===== config.mk =====
export PLATFORM = sky130hd
export DESIGN_NAME = bscan_chain
export DESIGN_NICKNAME = d
export VERILOG_FILES = /design/src/rtl/bscan_pkg.sv /design/src/rtl/bsc_cell.sv /design/src/rtl/bsc_mode_ctl.sv /design/src/rtl/bsc_pin_mux.sv /design/src/rtl/bscan_chain.sv
export SDC_FILE = /design/constraint.sdc
export NUM_CORES = 1
export LEC_CHECK = 0
export ABC_CLOCK_PERIOD_IN_PS = 4300
export BUFFER_PORTS_ARGS = -buffer_cell sky130_fd_sc_hd__buf_2
export CAP_MARGIN = 25
export CORE_MARGIN = 2
export CORE_UTILIZATION = 57
export CTS_BUF_LIST = sky130_fd_sc_hd__clkbuf_8
export CTS_CLUSTER_DIAMETER = 120
export DETAILED_ROUTE_END_ITERATION = 16
export GPL_ROUTABILITY_DRIVEN = 0
export HOLD_SLACK_MARGIN = 0.15
export PLACE_DENSITY = 0.86
export SETUP_SLACK_MARGIN = 0.1
export SLEW_MARGIN = 0
export SYNTH_ARGS = -nofsm -noshare
export SYNTH_HDL_FRONTEND = slang
export SYNTH_SLANG_ARGS = --single-unit
export TNS_END_PERCENT = 30

===== constraint.sdc =====
create_clock -name clk_i -period 4.3 [get_ports clk_i]
set_input_delay 0.86 -clock clk_i [delete_from_list [all_inputs] [get_ports clk_i]]
set_output_delay 0.86 -clock clk_i [all_outputs]
set_load 0.01 [all_outputs]

===== src/rtl/bscan_pkg.sv =====
package bscan_pkg;
  typedef enum logic [1:0] {
    BS_FUNC   = 2'd0,
    BS_EXTEST = 2'd1,
    BS_INTEST = 2'd2,
    BS_RSVD   = 2'd3
  } bs_mode_e;
endpackage


===== src/rtl/bsc_cell.sv =====
module bsc_cell (
  input  logic clk_i,
  input  logic rst_ni,
  input  logic capture_i,
  input  logic shift_i,
  input  logic update_i,
  input  logic cap_i,
  input  logic ser_i,
  output logic ser_o,
  output logic upd_o
);
  logic stage_q, upd_q;

  always_ff @(posedge clk_i or negedge rst_ni) begin
    if (!rst_ni) begin
      stage_q <= 1'b0;
      upd_q   <= 1'b0;
    end else begin
      if (capture_i)    stage_q <= cap_i;
      else if (shift_i) stage_q <= ser_i;
      if (update_i)     upd_q   <= stage_q;
    end
  end

  assign ser_o = stage_q;
  assign upd_o = upd_q;
endmodule


===== src/rtl/bsc_mode_ctl.sv =====
module bsc_mode_ctl
  import bscan_pkg::*;
(
  input  logic       clk_i,
  input  logic       rst_ni,
  input  logic [1:0] mode_i,
  output logic       drive_pins_o,
  output logic       intest_o
);
  bs_mode_e mode_q;

  always_ff @(posedge clk_i or negedge rst_ni) begin
    if (!rst_ni) mode_q <= BS_FUNC;
    else         mode_q <= bs_mode_e'(mode_i);
  end

  always_comb begin
    drive_pins_o = 1'b0;
    intest_o     = 1'b0;
    unique case (mode_q)
      BS_EXTEST: drive_pins_o = 1'b1;
      BS_INTEST: begin
        drive_pins_o = 1'b1;
        intest_o     = 1'b1;
      end
      default: ;  // reserved code behaves as functional
    endcase
  end
endmodule


===== src/rtl/bsc_pin_mux.sv =====
module bsc_pin_mux #(
  parameter int N_IN  = 4,
  parameter int N_OUT = 3
) (
  input  logic             drive_pins_i,
  input  logic             intest_i,
  input  logic [N_OUT-1:0] core_out_i,
  input  logic [N_OUT-1:0] core_oe_i,
  input  logic [N_IN-1:0]  pad_in_i,
  input  logic [N_IN-1:0]  upd_in_i,
  input  logic [N_OUT-1:0] upd_out_i,
  input  logic [N_OUT-1:0] upd_oe_i,
  output logic [N_OUT-1:0] pad_out_o,
  output logic [N_OUT-1:0] pad_oe_o,
  output logic [N_IN-1:0]  core_in_o
);
  assign pad_out_o = drive_pins_i ? upd_out_i : core_out_i;
  assign pad_oe_o  = drive_pins_i ? upd_oe_i  : core_oe_i;
  assign core_in_o = intest_i     ? upd_in_i  : pad_in_i;
endmodule


===== src/rtl/bscan_chain.sv =====
module bscan_chain #(
  parameter int N_IN  = 4,
  parameter int N_OUT = 3
) (
  input  logic             clk_i,
  input  logic             rst_ni,
  input  logic             tdi_i,
  input  logic             capture_i,
  input  logic             shift_i,
  input  logic             update_i,
  input  logic [1:0]       mode_i,
  output logic             tdo_o,
  input  logic [N_OUT-1:0] core_out_i,
  input  logic [N_OUT-1:0] core_oe_i,
  output logic [N_IN-1:0]  core_in_o,
  input  logic [N_IN-1:0]  pad_in_i,
  output logic [N_OUT-1:0] pad_out_o,
  output logic [N_OUT-1:0] pad_oe_o
);
  localparam int L = N_IN + 2 * N_OUT;

  logic [L:0]       ser;
  logic [L-1:0]     cap_d, sr_q, upd_q;
  logic [N_IN-1:0]  upd_in;
  logic [N_OUT-1:0] upd_out, upd_oe;
  logic             drive_pins, intest;

  assign ser[0] = tdi_i;
  assign tdo_o  = ser[L];
  assign sr_q   = ser[L:1];

  bsc_mode_ctl i_mode (
    .clk_i       (clk_i),
    .rst_ni      (rst_ni),
    .mode_i      (mode_i),
    .drive_pins_o(drive_pins),
    .intest_o    (intest)
  );

  for (genvar k = 0; k < N_IN; k++) begin : g_in
    assign cap_d[k]  = intest ? upd_q[k] : pad_in_i[k];
    assign upd_in[k] = upd_q[k];
  end

  for (genvar j = 0; j < N_OUT; j++) begin : g_out
    assign cap_d[N_IN+2*j]   = core_oe_i[j];
    assign cap_d[N_IN+2*j+1] = core_out_i[j];
    assign upd_oe[j]         = upd_q[N_IN+2*j];
    assign upd_out[j]        = upd_q[N_IN+2*j+1];
  end

  for (genvar c = 0; c < L; c++) begin : g_cell
    bsc_cell i_cell (
      .clk_i    (clk_i),
      .rst_ni   (rst_ni),
      .capture_i(capture_i),
      .shift_i  (shift_i),
      .update_i (update_i),
      .cap_i    (cap_d[c]),
      .ser_i    (ser[c]),
      .ser_o    (ser[c+1]),
      .upd_o    (upd_q[c])
    );
  end

  bsc_pin_mux #(.N_IN(N_IN), .N_OUT(N_OUT)) i_mux (
    .drive_pins_i(drive_pins),
    .intest_i    (intest),
    .core_out_i  (core_out_i),
    .core_oe_i   (core_oe_i),
    .pad_in_i    (pad_in_i),
    .upd_in_i    (upd_in),
    .upd_out_i   (upd_out),
    .upd_oe_i    (upd_oe),
    .pad_out_o   (pad_out_o),
    .pad_oe_o    (pad_oe_o),
    .core_in_o   (core_in_o)
  );
endmodule


==> flow_summary.ini <==
[status]
status = complete, no violations

[pwr]
power_frac_comb_pct = 19.0
power_density_mw_per_mm2 = 439.3
power_frac_clock_pct = 34.5
p_sw_w = 0.0001270
ir_drop_mv = 0.2316
p_leak_nw = 0.6093
seqPwrFrac_pct = 46.5
switching_share_pct = 23.08
p_int_w = 0.0004233

[setup_path]
required_ns = 3.44
slowest_stage = ha_1
startpoint = i_mode.mode_q[1]
path_class = reg2out
startpoint_type = register
crit_path_max_fanout = 6
r2r-start = i_mode.mode_q[0]
slowest_delay_ns = 0.43
critPathArrivalTime_ns = 1.57
endpoint_kind = primary output
path_cells = ha_1 > mux2_2 > buf_2
ff2ff_path_depth = 4

[routing]
met2_length_um = 949
vias_per_cell = 5.165
met1Wirelength_um = 782
drc = 0
ant_nets = 0
highest_layer = met4
dr.pass1.iters = 4
dr_wl_met3_um = 82
num_vias = 656
drt-wirelength-per-cell_um = 14.38
totalWireLength_um = 1826
drt_iter0_markers = 8

[finish]
antenna_cells = 0
final_nets = 122
syn2layout_area_growth_pct = 17.21
stdcell_area_mm2 = 0.001252
final_layout_size_suffix_gt1_share_pct = 58.82

[timing]
clock.fmax_mhz = 411.4
setup_viol = 0
maxSlewViolCount = 0
finalHoldViolCount = 0
period_share_pct = 56.53
worstMarginPinSlew_ns = 0.4855
fin_setup_tns_ns = 0
rsz0062_at_grt = no
fin_worst_skew_ns = 0.004638
slew_headroom_pct = 67.64
worst_slack_ns = 1.869
fin_crit_ns = 2.431

[clock_network]
cts_buffers = 3
postCtsHoldBufs = 0
path_clk_slew_ns = 0.08
clkLatencyLatePin_ns = 0.26
cts_buffer_depth = 2
post_cts_buffers = 0
cts_resized = 0
cts_tree = built
cts_root_buffer = clkbuf_8
clock_sinks = 22
cts_max_level = 1

[grt]
grt_pass1_vias = 626
antenna_found_initial = 0
track_usage_pct = 18.10
grt_max_degree = 23
gr-total-overflow = 0
grt_pass1_wl_um = 2842

[synthesis]
ys_ff_latch = 22
synth_top_area_share_pct = 51.52
ys_warn_count = 0
syn_inst = 79
synth_largest_area_cell = dfrtp_1
synth_common_cells = mux2_2, dfrtp_1, mux2i_1, nand2_1, o21ai_1
synth_area_mm2 = 0.001069
ys_types = 13
synth_mux_area_share_pct = 36.53
syn_avg_cell_area_um2 = 13.53
synth_top_family_by_area = multiplexers
yosys.cell_count.top_type = mux2_2
synth_edf_count = 0
ys_seq_area_share_pct = 51.52
synth_flop_cell = dfrtp_1
post_synth_and_or_nand_nor_area_fraction_pct = 2.108
async_flop_share_pct = 100.0
synth_xor_area_share_pct = 0
syn_nets = 98
synthTopCellsByArea = dfrtp_1, mux2_2, mux2i_1
synthAdderAreaFrac_pct = 1.171
synth-compound-area-share_pct = 2.810

[placed_design]
dp_slack_ns = 2.079
io_buffers = 28
placed_cell_area_mm2 = 0.001181
hpwlAfterDp_um = 1370

[die]
io_pins = 29
dieArea_mm2 = 0.002237
fp.dieH_um = 47.30
initial_core_util_pct = 61.22
core_mm2 = 0.001745
num_rows = 15
dieWidth_um = 47.30

[worst_hold_path]
hold_path_depth = 1
min_from = g_cell[3].i_cell.upd_o
hp-class = reg2reg

[job]
cap_viol_max_count = 0
==> metal layers <==
metal | vias up | GRT usage, %
li1 | 314 | -
met1 | 322 | 23.61
met2 | 18 | 31.35
met3 | 2 | 2.308
met4 | 0 | 5.000
met5 | - | 0
==> cell usage in the layout (no fill, tap or decap), drive strengths merged <==
cell and instances:
nand2 6, ha 1, o21ai 6, dfrtp 22, inv 1, mux2i 6, bufinv 1, clkbuf 3
mux2 28, buf 28
==> logic make-up (layout without fill, tap and decap cells) <==
group	count (synthesis)	after routing
flops	22	22
buf+inv	10	33
mux	34	34
compound gates	6	6
simple gates	6	6
fa+ha+maj	1	1
==> per-stage QoR <==
step	total power, W	cells	hold slack [ns]	util, %
after floorplan	0.0003347	79	0.4750	-
after global placement	0.0003598	123	0.4842	67.67
after detailed placement	0.0003664	123	0.4944	67.67
after CTS	0.0005554	127	0.5131	71.76
after global routing	0.0005768	127	0.5243	71.76
final	0.0005502	127	0.5088	71.76
==> power groups by stage <==
stage	clock (W)	combinational, W	sequential, W
finish	0.000190	0.000104	0.000256
global route	0.000203	0.000114	0.000260
floorplan	0	0.0000809	0.000254
detailed placement	0	0.000106	0.000260
CTS	0.000193	0.000106	0.000256
global placement	0	0.000102	0.000258
==> worst paths after layout <==
path	endpoint	slack, ns
max reg2reg	g_cell[1].i_cell.ser_o	2.89
max	pad_oe_o[0]	1.87
min in group asynchronous	g_cell[2].i_cell.upd_o	0.56
max in group asynchronous	g_cell[4].i_cell.ser_o	3.42
min reg2reg	g_cell[3].i_cell.upd_o	0.51
min	g_cell[3].i_cell.upd_o	0.51
==> worst max-delay path: cells and delay by family, from the launching register on <==
| kind | cells | cell delay, ns |
|---|---|---|
| adders and majority gates | 1 | 0.43 |
| muxes | 1 | 0.37 |
| buffers and inverters | 1 | 0.14 |
| DFF | 1 | 0.37 |
==> sequential cells by signal, summed over array words and instances, names as in the netlist <==
register,cells
g_cell.i_cell.upd_o,10
g_cell.i_cell.ser_o,10
i_mode.mode_q,2
==> area by class of cell <==
| cell class | instances | area [um^2] |
|---|---|---|
| well taps | 25 | 31.28 |
| clock inverters | 1 | 30.03 |
| repair buffers | 28 | 140.1 |
| fillers | 128 | 493.0 |
| clock buffers | 3 | 41.29 |
| multi-input cells | 47 | 455.4 |
| flip-flops and latches | 22 | 550.5 |
| inverters | 1 | 3.754 |
Note: power is estimated with default switching activity, not from simulation.
